`config.mk`:
```
export PLATFORM = sky130hd
export DESIGN_NAME = uart_regif
export DESIGN_NICKNAME = d
export VERILOG_FILES = /design/src/rtl/uart_regif_pkg.sv /design/src/rtl/uart_cmd_decode.sv /design/src/rtl/uart_mode_bank.sv /design/src/rtl/uart_irq_ctrl.sv /design/src/rtl/uart_regif.sv
export SDC_FILE = /design/constraint.sdc
export NUM_CORES = 1
export LEC_CHECK = 0
export ABC_AREA = 1
export BUFFER_PORTS_ARGS = -buffer_cell sky130_fd_sc_hd__buf_2
export CAP_MARGIN = 20
export CELL_PAD_IN_SITES_DETAIL_PLACEMENT = 1
export CELL_PAD_IN_SITES_GLOBAL_PLACEMENT = 1
export CORE_MARGIN = 10
export CORE_UTILIZATION = 38
export DETAILED_ROUTE_END_ITERATION = 6
export PLACE_DENSITY_LB_ADDON = 0.1
export SYNTH_ARGS = -nofsm -noshare
export SYNTH_HDL_FRONTEND = slang
export SYNTH_SLANG_ARGS = --single-unit
export TNS_END_PERCENT = 100
```
`constraint.sdc`:
```
create_clock -name clk -period 1.52 [get_ports clk]
set_clock_uncertainty 0.15 [all_clocks]
set_input_delay 0 -clock clk [delete_from_list [all_inputs] [get_ports clk]]
set_output_delay 0 -clock clk [all_outputs]
set_load 0.01 [all_outputs]
```
`src/rtl/uart_regif_pkg.sv`:
```
package uart_regif_pkg;

  localparam int RegW = 8;
  localparam int OffW = 6;

  // Register offsets (4-byte spacing)
  localparam logic [OffW-1:0] OFF_MODE  = 6'h00;
  localparam logic [OffW-1:0] OFF_STAT  = 6'h04;
  localparam logic [OffW-1:0] OFF_CMD   = 6'h08;
  localparam logic [OffW-1:0] OFF_DATA  = 6'h0C;
  localparam logic [OffW-1:0] OFF_PCHG  = 6'h10;
  localparam logic [OffW-1:0] OFF_INTR  = 6'h14;
  localparam logic [OffW-1:0] OFF_DIVH  = 6'h18;
  localparam logic [OffW-1:0] OFF_DIVL  = 6'h1C;
  localparam logic [OffW-1:0] OFF_PIN   = 6'h34;
  localparam logic [OffW-1:0] OFF_OSET  = 6'h38;
  localparam logic [OffW-1:0] OFF_OCLR  = 6'h3C;

  // Interrupt status / mask bit positions
  localparam int IRQ_TX  = 0;
  localparam int IRQ_RX  = 1;
  localparam int IRQ_BRK = 2;
  localparam int IRQ_COS = 7;

  typedef enum logic [2:0] {
    ACT_NONE    = 3'd0,
    ACT_PTR_RST = 3'd1,
    ACT_RX_RST  = 3'd2,
    ACT_TX_RST  = 3'd3,
    ACT_ERR_CLR = 3'd4,
    ACT_BRK_ACK = 3'd5,
    ACT_BRK_ON  = 3'd6,
    ACT_BRK_OFF = 3'd7
  } misc_act_e;

  typedef struct packed {
    logic rx_on;
    logic rx_off;
    logic tx_on;
    logic tx_off;
    logic ptr_rst;
    logic rx_rst;
    logic tx_rst;
    logic err_clr;
    logic brk_ack;
    logic brk_on;
    logic brk_off;
  } cmd_act_t;

endpackage

```
`src/rtl/uart_cmd_decode.sv`:
```
module uart_cmd_decode
  import uart_regif_pkg::*;
(
  input  logic       cmd_we,
  input  logic [6:0] cmd_byte,
  output cmd_act_t   act
);

  misc_act_e misc;

  always_comb begin
    misc = misc_act_e'(cmd_byte[6:4]);
    act  = '0;
    if (cmd_we) begin
      act.rx_on  = (cmd_byte[1:0] == 2'b01);
      act.rx_off = (cmd_byte[1:0] == 2'b10);
      act.tx_on  = (cmd_byte[3:2] == 2'b01);
      act.tx_off = (cmd_byte[3:2] == 2'b10);
      unique case (misc)
        ACT_PTR_RST: act.ptr_rst = 1'b1;
        ACT_RX_RST:  act.rx_rst  = 1'b1;
        ACT_TX_RST:  act.tx_rst  = 1'b1;
        ACT_ERR_CLR: act.err_clr = 1'b1;
        ACT_BRK_ACK: act.brk_ack = 1'b1;
        ACT_BRK_ON:  act.brk_on  = 1'b1;
        ACT_BRK_OFF: act.brk_off = 1'b1;
        default:     ;
      endcase
    end
  end

endmodule

```
`src/rtl/uart_mode_bank.sv`:
```
module uart_mode_bank
  import uart_regif_pkg::*;
#(
  parameter int BANKS = 2
) (
  input  logic            clk,
  input  logic            rst_n,
  input  logic            acc_en,
  input  logic            wr_en,
  input  logic [RegW-1:0] wdata,
  input  logic            ptr_rst,
  output logic [RegW-1:0] rd_val,
  output logic [RegW-1:0] mode1_o,
  output logic [RegW-1:0] mode2_o
);

  localparam int PtrW = (BANKS > 1) ? $clog2(BANKS) : 1;
  localparam logic [PtrW-1:0] PtrLast = PtrW'(BANKS - 1);

  logic [PtrW-1:0]                ptr_q, ptr_d;
  logic [BANKS-1:0][RegW-1:0]     bank_q;
  logic [BANKS-1:0]               bank_we;

  always_comb begin
    ptr_d = ptr_q;
    if (ptr_rst)
      ptr_d = '0;
    else if (acc_en && ptr_q != PtrLast)
      ptr_d = ptr_q + 1'b1;
  end

  always_ff @(posedge clk or negedge rst_n) begin
    if (!rst_n) ptr_q <= '0;
    else        ptr_q <= ptr_d;
  end

  for (genvar i = 0; i < BANKS; i++) begin : g_bank
    assign bank_we[i] = acc_en && wr_en && (ptr_q == PtrW'(i));
    always_ff @(posedge clk or negedge rst_n) begin
      if (!rst_n)          bank_q[i] <= '0;
      else if (bank_we[i]) bank_q[i] <= wdata;
    end
  end

  assign rd_val  = bank_q[ptr_q];
  assign mode1_o = bank_q[0];
  assign mode2_o = bank_q[BANKS-1];

  // pointer holds on the last register until a reset command
  p_ptr_sticky_r2: assert property (@(posedge clk) disable iff (!rst_n)
    (ptr_q == PtrLast && !ptr_rst) |=> (ptr_q == PtrLast));

  // reset command returns the pointer to the first register
  p_ptr_reset_r2: assert property (@(posedge clk) disable iff (!rst_n)
    ptr_rst |=> (ptr_q == '0));

endmodule

```
`src/rtl/uart_irq_ctrl.sv`:
```
module uart_irq_ctrl
  import uart_regif_pkg::*;
#(
  parameter int SYNC_STAGES = 2
) (
  input  logic            clk,
  input  logic            rst_n,
  input  logic            cts_in,
  input  logic            iec_en,
  input  logic            chg_rd,
  input  logic            brk_change,
  input  logic            brk_ack,
  input  logic            rx_ready,
  input  logic            rx_full,
  input  logic            tx_ready,
  input  logic            full_mode,
  input  logic            mask_we,
  input  logic [RegW-1:0] mask_in,
  output logic            cts_lvl,
  output logic            cos_flag,
  output logic [RegW-1:0] isr_o,
  output logic            irq
);

  logic [SYNC_STAGES-1:0] sync_q;
  logic                   cts_prev_q;
  logic                   cos_q, cos_d;
  logic                   brk_q, brk_d;
  logic [RegW-1:0]        mask_q, mask_d;
  logic                   cos_set;

  if (SYNC_STAGES == 1) begin : g_sync1
    always_ff @(posedge clk or negedge rst_n) begin
      if (!rst_n) sync_q <= '0;
      else        sync_q <= cts_in;
    end
  end else begin : g_syncn
    always_ff @(posedge clk or negedge rst_n) begin
      if (!rst_n) sync_q <= '0;
      else        sync_q <= {sync_q[SYNC_STAGES-2:0], cts_in};
    end
  end

  assign cts_lvl = sync_q[SYNC_STAGES-1];
  assign cos_set = iec_en && (cts_lvl != cts_prev_q);

  always_comb begin
    cos_d  = cos_q;
    brk_d  = brk_q;
    mask_d = mask_q;
    if (chg_rd)     cos_d = 1'b0;
    if (cos_set)    cos_d = 1'b1;
    if (brk_ack)    brk_d = 1'b0;
    if (brk_change) brk_d = 1'b1;
    if (mask_we)    mask_d = mask_in;
  end

  always_ff @(posedge clk or negedge rst_n) begin
    if (!rst_n) begin
      cts_prev_q <= 1'b0;
      cos_q      <= 1'b0;
      brk_q      <= 1'b0;
      mask_q     <= '0;
    end else begin
      cts_prev_q <= cts_lvl;
      cos_q      <= cos_d;
      brk_q      <= brk_d;
      mask_q     <= mask_d;
    end
  end

  always_comb begin
    isr_o          = '0;
    isr_o[IRQ_TX]  = tx_ready;
    isr_o[IRQ_RX]  = full_mode ? rx_full : rx_ready;
    isr_o[IRQ_BRK] = brk_q;
    isr_o[IRQ_COS] = cos_q;
  end

  assign cos_flag = cos_q;
  assign irq      = |(isr_o & mask_q);

  // flag only rises while detection is enabled
  p_cos_needs_iec_r9: assert property (@(posedge clk) disable iff (!rst_n)
    $rose(cos_q) |-> $past(iec_en));

  // reading the change register clears the flag
  p_cos_clear_r9: assert property (@(posedge clk) disable iff (!rst_n)
    (chg_rd && !cos_set) |=> !cos_q);

  // a request needs some live source
  p_irq_source_r10: assert property (@(posedge clk) disable iff (!rst_n)
    irq |-> (tx_ready || rx_ready || rx_full || cos_q || brk_q));

  // break-change flag clears on acknowledge
  p_brk_ack_r11: assert property (@(posedge clk) disable iff (!rst_n)
    (brk_ack && !brk_change) |=> !brk_q);

endmodule

```
`src/rtl/uart_regif.sv`:
```
module uart_regif
  import uart_regif_pkg::*;
#(
  parameter int ADDR_W      = 6,
  parameter int SYNC_STAGES = 2
) (
  input  logic              clk,
  input  logic              rst_n,
  input  logic              bus_sel,
  input  logic              bus_wr,
  input  logic [ADDR_W-1:0] bus_addr,
  input  logic [RegW-1:0]   bus_wdata,
  output logic [RegW-1:0]   bus_rdata,
  input  logic [RegW-1:0]   rx_data,
  input  logic              rx_ready,
  input  logic              rx_full,
  input  logic [3:0]        rx_err,
  input  logic              tx_ready,
  input  logic              tx_empty,
  input  logic              brk_change,
  input  logic              cts_in,
  output logic              rx_en,
  output logic              tx_en,
  output logic              rx_reset,
  output logic              tx_reset,
  output logic              err_clr,
  output logic              tx_break,
  output logic              rx_pop,
  output logic              tx_push,
  output logic [RegW-1:0]   tx_data,
  output logic [RegW-1:0]   mode1,
  output logic [RegW-1:0]   mode2,
  output logic [RegW-1:0]   clk_sel,
  output logic [RegW-1:0]   aux_ctrl,
  output logic [2*RegW-1:0] divider,
  output logic              rts_out,
  output logic              irq
);

  localparam int DivW = 2 * RegW;

  function automatic logic at(input logic [ADDR_W-1:0] a, input logic [OffW-1:0] off);
    return a == ADDR_W'(off);
  endfunction

  logic rd_acc, wr_acc;
  logic h_mode, h_stat, h_cmd, h_data, h_pchg, h_intr;
  logic h_divh, h_divl, h_pin, h_oset, h_oclr;

  assign rd_acc = bus_sel && !bus_wr;
  assign wr_acc = bus_sel && bus_wr;
  assign h_mode = at(bus_addr, OFF_MODE);
  assign h_stat = at(bus_addr, OFF_STAT);
  assign h_cmd  = at(bus_addr, OFF_CMD);
  assign h_data = at(bus_addr, OFF_DATA);
  assign h_pchg = at(bus_addr, OFF_PCHG);
  assign h_intr = at(bus_addr, OFF_INTR);
  assign h_divh = at(bus_addr, OFF_DIVH);
  assign h_divl = at(bus_addr, OFF_DIVL);
  assign h_pin  = at(bus_addr, OFF_PIN);
  assign h_oset = at(bus_addr, OFF_OSET);
  assign h_oclr = at(bus_addr, OFF_OCLR);

  cmd_act_t        act;
  logic [RegW-1:0] mode_rd;
  logic            cts_lvl, cos_flag;
  logic [RegW-1:0] isr;

  uart_cmd_decode u_cmd (
    .cmd_we   (wr_acc && h_cmd),
    .cmd_byte (bus_wdata[6:0]),
    .act      (act)
  );

  uart_mode_bank #(.BANKS(2)) u_mode (
    .clk     (clk),
    .rst_n   (rst_n),
    .acc_en  (bus_sel && h_mode),
    .wr_en   (bus_wr),
    .wdata   (bus_wdata),
    .ptr_rst (act.ptr_rst),
    .rd_val  (mode_rd),
    .mode1_o (mode1),
    .mode2_o (mode2)
  );

  uart_irq_ctrl #(.SYNC_STAGES(SYNC_STAGES)) u_irq (
    .clk        (clk),
    .rst_n      (rst_n),
    .cts_in     (cts_in),
    .iec_en     (aux_ctrl[0]),
    .chg_rd     (rd_acc && h_pchg),
    .brk_change (brk_change),
    .brk_ack    (act.brk_ack),
    .rx_ready   (rx_ready),
    .rx_full    (rx_full),
    .tx_ready   (tx_ready),
    .full_mode  (mode1[6]),
    .mask_we    (wr_acc && h_intr),
    .mask_in    (bus_wdata),
    .cts_lvl    (cts_lvl),
    .cos_flag   (cos_flag),
    .isr_o      (isr),
    .irq        (irq)
  );

  // Control state
  logic            rx_en_q, rx_en_d, tx_en_q, tx_en_d, brk_q, brk_d;
  logic            rts_q, rts_d;
  logic [RegW-1:0] csel_q, csel_d, aux_q, aux_d, txd_q, txd_d;
  logic [DivW-1:0] div_q, div_d;
  logic            pop_d, push_d, rxr_d, txr_d, errc_d;
  logic            pop_q, push_q, rxr_q, txr_q, errc_q;

  always_comb begin
    rx_en_d = rx_en_q;
    tx_en_d = tx_en_q;
    brk_d   = brk_q;
    rts_d   = rts_q;
    csel_d  = csel_q;
    aux_d   = aux_q;
    txd_d   = txd_q;
    div_d   = div_q;

    if (act.rx_rst || act.rx_off) rx_en_d = 1'b0;
    else if (act.rx_on)           rx_en_d = 1'b1;
    if (act.tx_rst || act.tx_off) tx_en_d = 1'b0;
    else if (act.tx_on)           tx_en_d = 1'b1;
    if (act.tx_rst || act.brk_off) brk_d = 1'b0;
    else if (act.brk_on)           brk_d = 1'b1;

    if (wr_acc && h_oset && bus_wdata[0]) rts_d = 1'b1;
    if (wr_acc && h_oclr && bus_wdata[0]) rts_d = 1'b0;
    if (wr_acc && h_stat) csel_d = bus_wdata;
    if (wr_acc && h_pchg) aux_d  = bus_wdata;
    if (wr_acc && h_divh) div_d[DivW-1:RegW] = bus_wdata;
    if (wr_acc && h_divl) div_d[RegW-1:0]    = bus_wdata;
    if (wr_acc && h_data) txd_d  = bus_wdata;

    pop_d  = rd_acc && h_data;
    push_d = wr_acc && h_data;
    rxr_d  = act.rx_rst;
    txr_d  = act.tx_rst;
    errc_d = act.err_clr;
  end

  always_ff @(posedge clk or negedge rst_n) begin
    if (!rst_n) begin
      rx_en_q <= 1'b0;
      tx_en_q <= 1'b0;
      brk_q   <= 1'b0;
      rts_q   <= 1'b0;
      csel_q  <= '0;
      aux_q   <= '0;
      txd_q   <= '0;
      div_q   <= '0;
      pop_q   <= 1'b0;
      push_q  <= 1'b0;
      rxr_q   <= 1'b0;
      txr_q   <= 1'b0;
      errc_q  <= 1'b0;
    end else begin
      rx_en_q <= rx_en_d;
      tx_en_q <= tx_en_d;
      brk_q   <= brk_d;
      rts_q   <= rts_d;
      csel_q  <= csel_d;
      aux_q   <= aux_d;
      txd_q   <= txd_d;
      div_q   <= div_d;
      pop_q   <= pop_d;
      push_q  <= push_d;
      rxr_q   <= rxr_d;
      txr_q   <= txr_d;
      errc_q  <= errc_d;
    end
  end

  // Read multiplexer: read and write meanings differ per offset
  always_comb begin
    bus_rdata = '0;
    if (rd_acc) begin
      if (h_mode)      bus_rdata = mode_rd;
      else if (h_stat) bus_rdata = {rx_err, tx_empty, tx_ready, rx_full, rx_ready};
      else if (h_data) bus_rdata = rx_data;
      else if (h_pchg) bus_rdata = {3'b000, cos_flag, 3'b000, cts_lvl};
      else if (h_intr) bus_rdata = isr;
      else if (h_divh) bus_rdata = div_q[DivW-1:RegW];
      else if (h_divl) bus_rdata = div_q[RegW-1:0];
      else if (h_pin)  bus_rdata = {{(RegW-1){1'b0}}, cts_lvl};
    end
  end

  assign rx_en    = rx_en_q;
  assign tx_en    = tx_en_q;
  assign tx_break = brk_q;
  assign rts_out  = rts_q;
  assign clk_sel  = csel_q;
  assign aux_ctrl = aux_q;
  assign divider  = div_q;
  assign tx_data  = txd_q;
  assign rx_pop   = pop_q;
  assign tx_push  = push_q;
  assign rx_reset = rxr_q;
  assign tx_reset = txr_q;
  assign err_clr  = errc_q;

  // disable code clears the receiver enable
  p_rx_off_r4: assert property (@(posedge clk) disable iff (!rst_n)
    act.rx_off |=> !rx_en);

  // receiver reset wins over enable
  p_rx_rst_r5: assert property (@(posedge clk) disable iff (!rst_n)
    act.rx_rst |=> (rx_reset && !rx_en));

  // break start command raises break
  p_brk_on_r6: assert property (@(posedge clk) disable iff (!rst_n)
    act.brk_on |=> tx_break);

  // a pop strobe always follows a receive-buffer read
  p_pop_src_r7: assert property (@(posedge clk) disable iff (!rst_n)
    rx_pop |-> $past(rd_acc && h_data));

  // set and clear addresses drive RTS
  p_rts_set_r8: assert property (@(posedge clk) disable iff (!rst_n)
    (wr_acc && h_oset && bus_wdata[0]) |=> rts_out);
  p_rts_clr_r8: assert property (@(posedge clk) disable iff (!rst_n)
    (wr_acc && h_oclr && bus_wdata[0]) |=> !rts_out);

endmodule

```
Yosys cells after proc, flatten, opt, wreduce, memory -nomap -nowiden
Index checks and enable logic that the tools add are counted.
Word-level totals
  bits in registers: 79
  logic and storage cells: 116
  bits of input ports: 36
Operators by class
  add/sub/neg operators: 1
  bitwise gates (word level): 2
  multiplexer cells: 34
  equal/unequal tests: 22
  $lt $le $gt $ge: 1
  reduce and logical (&&, ||, !) cells: 34
Operators with widths (count)
  $mux 8: 10
  $eq 6x5->1 const B: 4
  $mux 1: 23
  $logic_and 1x1->1: 21
  $eq 6x6->1 const B: 3
  $reduce_bool 2->1: 7
  $eq 3x3->1 const B: 4
  $eq 6x4->1 const B: 2
  $mux 11: 1
  $and 8x8->8: 1
  $reduce_or 8->1: 1
  $eq 3x2->1 const B: 2
  $eq 6x3->1 const B: 1
  $logic_not 6->1: 1
  $eq 2x1->1 const B: 2
  $eq 2x2->1 const B: 2
  $eq 3x1->1 const B: 1
  $logic_or 1x1->1: 3
  $lt 1x2->1 const B: 1
  $add 1x1->1 const B: 1
  $logic_not 1->1: 1
  $ne 1x1->1: 1
  $not 1->1: 1

Longest topological paths before layout
  word-level depth: 10
  depth in mapped cells: 8
  mapped depth without buffers: 8

By module
Synthesis repeated with hierarchy kept, for this count alone.
Unflattened totals
  cells, all modules: 456
  area, all modules: 3998.8 µm²
Modules (own cells, without submodules)
  uart_regif: times used 1, cells an instance 278, area an instance 2588.7 µm²
  uart_mode_bank: times used 1, cells an instance 101, area an instance 889.6 µm²
  uart_irq_ctrl: times used 1, cells an instance 53, area an instance 430.4 µm²
  uart_cmd_decode: times used 1, cells an instance 24, area an instance 90.1 µm²

Worst setup path after synthesis
No wires, ideal clock.
  path kind: reg2reg
  start point: reg u_mode.ptr_q
  end point: reg u_mode.bank_q, in the netlist u_mode.mode1_o[7]
  required time: 1240 ps
  arrival time: 996 ps
  clock period less this slack: 1277 ps
  buffers on the path: 2
  cell stages (with the launch flop): 7
  library setup time: 130 ps
  path slack: 243 ps
  cells stage by stage: dfrtp_1 buf_2 inv_2 nand2_2 buf_2 nand2_1 o21ai_1
On the way
  word-level cells in the longest chain between the ends: 2
RTL lines
  start: declaration: line uart_mode_bank.sv:20  | logic [PtrW-1:0] ptr_q, ptr_d;
  start signal: assignment: line uart_mode_bank.sv:34  | else ptr_q <= ptr_d;
  $not 1->1: line uart_mode_bank.sv:38  | assign bank_we[i] = acc_en && wr_en && (ptr_q == PtrW'(i));
  $logic_and 1x1->1: line uart_mode_bank.sv:38
  end signal: indexed assignment: line uart_mode_bank.sv:41  | else if (bank_we[i]) bank_q[i] <= wdata;
  end: declaration: line uart_mode_bank.sv:21  | logic [BANKS-1:0][RegW-1:0] bank_q;
No other way between the ends.
A chain may end at the register's enable or synchronous reset.

Worst setup path after layout
  start point: reg u_mode.ptr_q
  end point: out bus_rdata[0]
On the way
  word-level cells in the longest chain between the ends: 4
RTL lines
  $mux 8 (not written as such) (2 in series): line uart_mode_bank.sv:45  | assign rd_val = bank_q[ptr_q];
  $mux 8: line uart_regif.sv:183  | if (h_mode) bus_rdata = mode_rd;
  $mux 8: line uart_regif.sv:182  | if (rd_acc) begin
  end: declaration: line uart_regif.sv:13  | output logic [RegW-1:0] bus_rdata,
No other way between the ends. The select of a mux whose other input is x is not followed.

==> results.json <==
{
  "std_cell_rows": 35,
  "yosysSeqAreaShare_pct": 51.5,
  "status": "finished with violations",
  "grt_start_max_net_pins": 36,
  "ys_types": 31,
  "violations": "setup timing",
  "slowest_delay_ps": 480,
  "crit_fanout": 6,
  "drt_iter0_markers": 125,
  "antenna_cells": 0,
  "timing.fmax_mhz": 566,
  "placed_cell_area_um2": 4350,
  "start_util_pct": 39.2,
  "dieWidth_um": 118,
  "arrival_ps": 1620,
  "vias": 3338,
  "path_common_cell": "nand2_1",
  "p_seq_share_pct": 48.1,
  "synthToLayoutAreaGrowth_pct": 35.6,
  "core_um2": 9280,
  "fillers": 1118,
  "dp_hpwl_mm": 9.64,
  "synthSimpleGateAreaFrac_pct": 25.1,
  "vias_per_cell": 4.95,
  "wire_per_inst_um": 19.5,
  "drv_slew": 0,
  "synth_top_cell_area_share_pct": 51.5,
  "numCtsBuffers": 9,
  "grt_overflow": 0,
  "drive_above_1_share_pct": 43.5,
  "clk_path_buf_depth": 2,
  "synth_fa_ha_area_share_pct": 0,
  "dieArea_um2": 13900,
  "synth_xor_area_share_pct": 0,
  "async_flop_share_pct": 100,
  "grt_util_all_layers_pct": 18.8,
  "worstMarginPinSlew_ps": 512,
  "clock_power_share_pct": 36.6,
  "final_nets": 576,
  "slowest_stage": "dfrtp_2",
  "ys_top_cells_by_area": "dfrtp_1, nand2_1, o21ai_2, o21ai_1, nor2_8",
  "finalWirelength_mm": 13.2,
  "yosysWarnings": 0,
  "rsz0062_at_grt": "true",
  "crit_required_ps": 1370,
  "tritoncts": "built",
  "fp.dieH_um": 118,
  "final_area_um2": 4940,
  "net-switching-power_uw": 1310,
  "cts.sinks": 75,
  "path_cells": "inv_4 -> buf_4 -> nand2_1 -> a31oi_1 -> nand2_1 -> inv_2 -> buf_6",
  "htreeDepth": 3,
  "syn_area_per_cell_um2": 9.36,
  "synth_mux_area_share_pct": 0,
  "synth.largest_area_cell": "dfrtp_1",
  "io_buffers": 109,
  "worstSetupPathType": "reg2out",
  "layout_common_cells": "nand2_1, buf_2, dfrtp_1",
  "power.density_nw_per_um2": 941,
  "hp-class": "in2async",
  "synth_top_flop_cell": "dfrtp_1",
  "postRouteAntennaNets": 0,
  "final_common_cell": "nand2_1",
  "p_int_uw": 3330,
  "power.leakage_uw": 0.00261,
  "syn_area_um2": 3640,
  "grt_pass1_vias": 3647,
  "p_total_uw": 4650,
  "cts.clk_slew.worst_paths_ps": 90,
  "cts-root-buf": "clkbuf_8",
  "maxSlewHeadroom_pct": 65.8,
  "p_sw_share_pct": 28.3,
  "ioPinCount": 110,
  "min_period_over_period_pct": 116,
  "drc": 0,
  "antenna_found_initial": 1,
  "tns_ps": -1560,
  "synth_top_family_by_area": "simple AND/OR/NAND/NOR gates",
  "p_comb_share_pct": 15.3,
  "postSynthNetCount": 425,
  "crit_path_end_kind": "primary output",
  "hold_viol": 0,
  "finalSetupViolations": 8,
  "insertion_delay_ps": 360,
  "setup_slack_ps": -248,
  "synthCells": 389,
  "synth_edf_count": 0,
  "grt_pass1_wl_mm": 20.9,
  "start_kind": "register",
  "peakVddDrop_uv": 581,
  "ys_seq_elements": 75,
  "drtPass1Iterations": 4,
  "synth_compound_area_share_pct": 17.7,
  "drv_cap": 0,
  "place.gp.congestion": 0.917,
  "period_minus_slack_ps": 1770
}
-- path summary, 6_finish.rpt --
path | start | endpoint | slack [ps] | cells past startpoint
worst max-delay path | u_mode.ptr_q | bus_rdata[0] | -250 | 7
worst min-delay path | rst_n | divider[12] | 4 | 2
worst max register to register | u_mode.ptr_q | u_mode.mode2_o[6] | 90 | 5
worst min register to register | u_irq.sync_q[0] | u_irq.sync_q[1] | 200 | 0
max in group asynchronous | rst_n | divider[15] | 680 | 3
min in group clk | bus_wdata[7] | aux_ctrl[7] | 20 | 3
-- logic make-up (layout without fill, tap and decap cells) --
logic type / after synthesis / count (layout)
DFF: 75 / 75
AOI/OAI and AO/OA: 99 / 99
and+or+nand+nor: 177 / 177
buffers and inverters: 38 / 194
-- metrics by stage --
stage | hold WS (ps) | setup slack [ps] | instances | util (%)
finish | 3.52 | -248 | 674 | 53.2
global route | 35.4 | -324 | 674 | 53.2
CTS | 7.51 | -196 | 666 | 52.1
detailed placement | -155 | 71.8 | 627 | 46.8
global placement | -157 | 110 | 627 | 46.8
floorplan | -446 | 243 | 389 | -
-- synth_stat cells (2+ instances only) --
library cell and instances:
o211ai_1 2, inv_2 4, a41oi_1 2, nand2_2 7, nor2_4 6, nand4_1 4
nand3_1 6, o21ai_0 6, nor2_1 20, inv_1 19, nor2_8 5, o21ai_1 35
nor3_1 4, buf_4 2, o21ai_2 32, buf_6 6, or2_2 2, a21oi_1 17
nand2_4 7, nor2_2 2, a31oi_1 3, inv_4 3, dfrtp_1 75, buf_2 3
nand2_1 111
-- power groups by stage --
stage                     sequential [µW]  clock, µW  combinational (µW)
final                                2230       1700                 710
after global placement               2270          0                 653
after global routing                 2260       1840                 786
after CTS                            2240       1740                 711
after detailed placement             2270          0                 669
after floorplan                      2300          0                 278
-- worst max-delay path: cells and delay by family, from the launching register on --
family                 cells  cell delay (ps)
AO/OA/AOI/OAI              1              210
AND/OR/NAND/NOR            2              160
flip-flops                 1              480
buffers and inverters      4              400
-- sequential cells by signal, indices dropped and copies added (netlist names), 2 cells and up --
signal          cells
divider            16
u_irq.sync_q        2
u_irq.mask_q        4
tx_data             8
clk_sel             8
aux_ctrl            8
u_mode.mode2_o      8
u_mode.mode1_o      8
-- cell type report --
| type | instances | area [µm²] | share of cell area [%] |
|---|---|---|---|
| Sequential cell | 75 | 1880 | 38.0 |
| Multi-Input combinational cell | 276 | 1620 | 32.8 |
| Timing Repair Buffer | 150 | 946 | 19.2 |
| Tap cell | 129 | 161 | 3.27 |
| Clock buffer | 9 | 124 | 2.51 |
| Inverter | 27 | 113 | 2.28 |
| Clock inverter | 7 | 91.3 | 1.85 |
| Timing Repair inverter | 1 | 7.51 | 0.152 |
-- what timing repair did --
action | 4_1_cts | 5_1_grt
setup buffers | 4 | 10
setup endpoints to repair | 8 | 13
cloned | 1 | 0
hold endpoints to repair | 102 | 0
pin swaps | 12 | 12
resized for setup | 18 | 11
hold buffers | 18 | 0
-- metal layers --
metal	share of wire [%]	track usage, %	vias up	wire, µm
met5	0.099	0	-	13
met4	1.6	5.33	2	206
met3	6.3	5.23	16	831
met2	50	31.6	96	6640
met1	42	22.8	1634	5490
li1	-	-	1590	-
No activity file was read; power rests on OpenSTA's default activity.
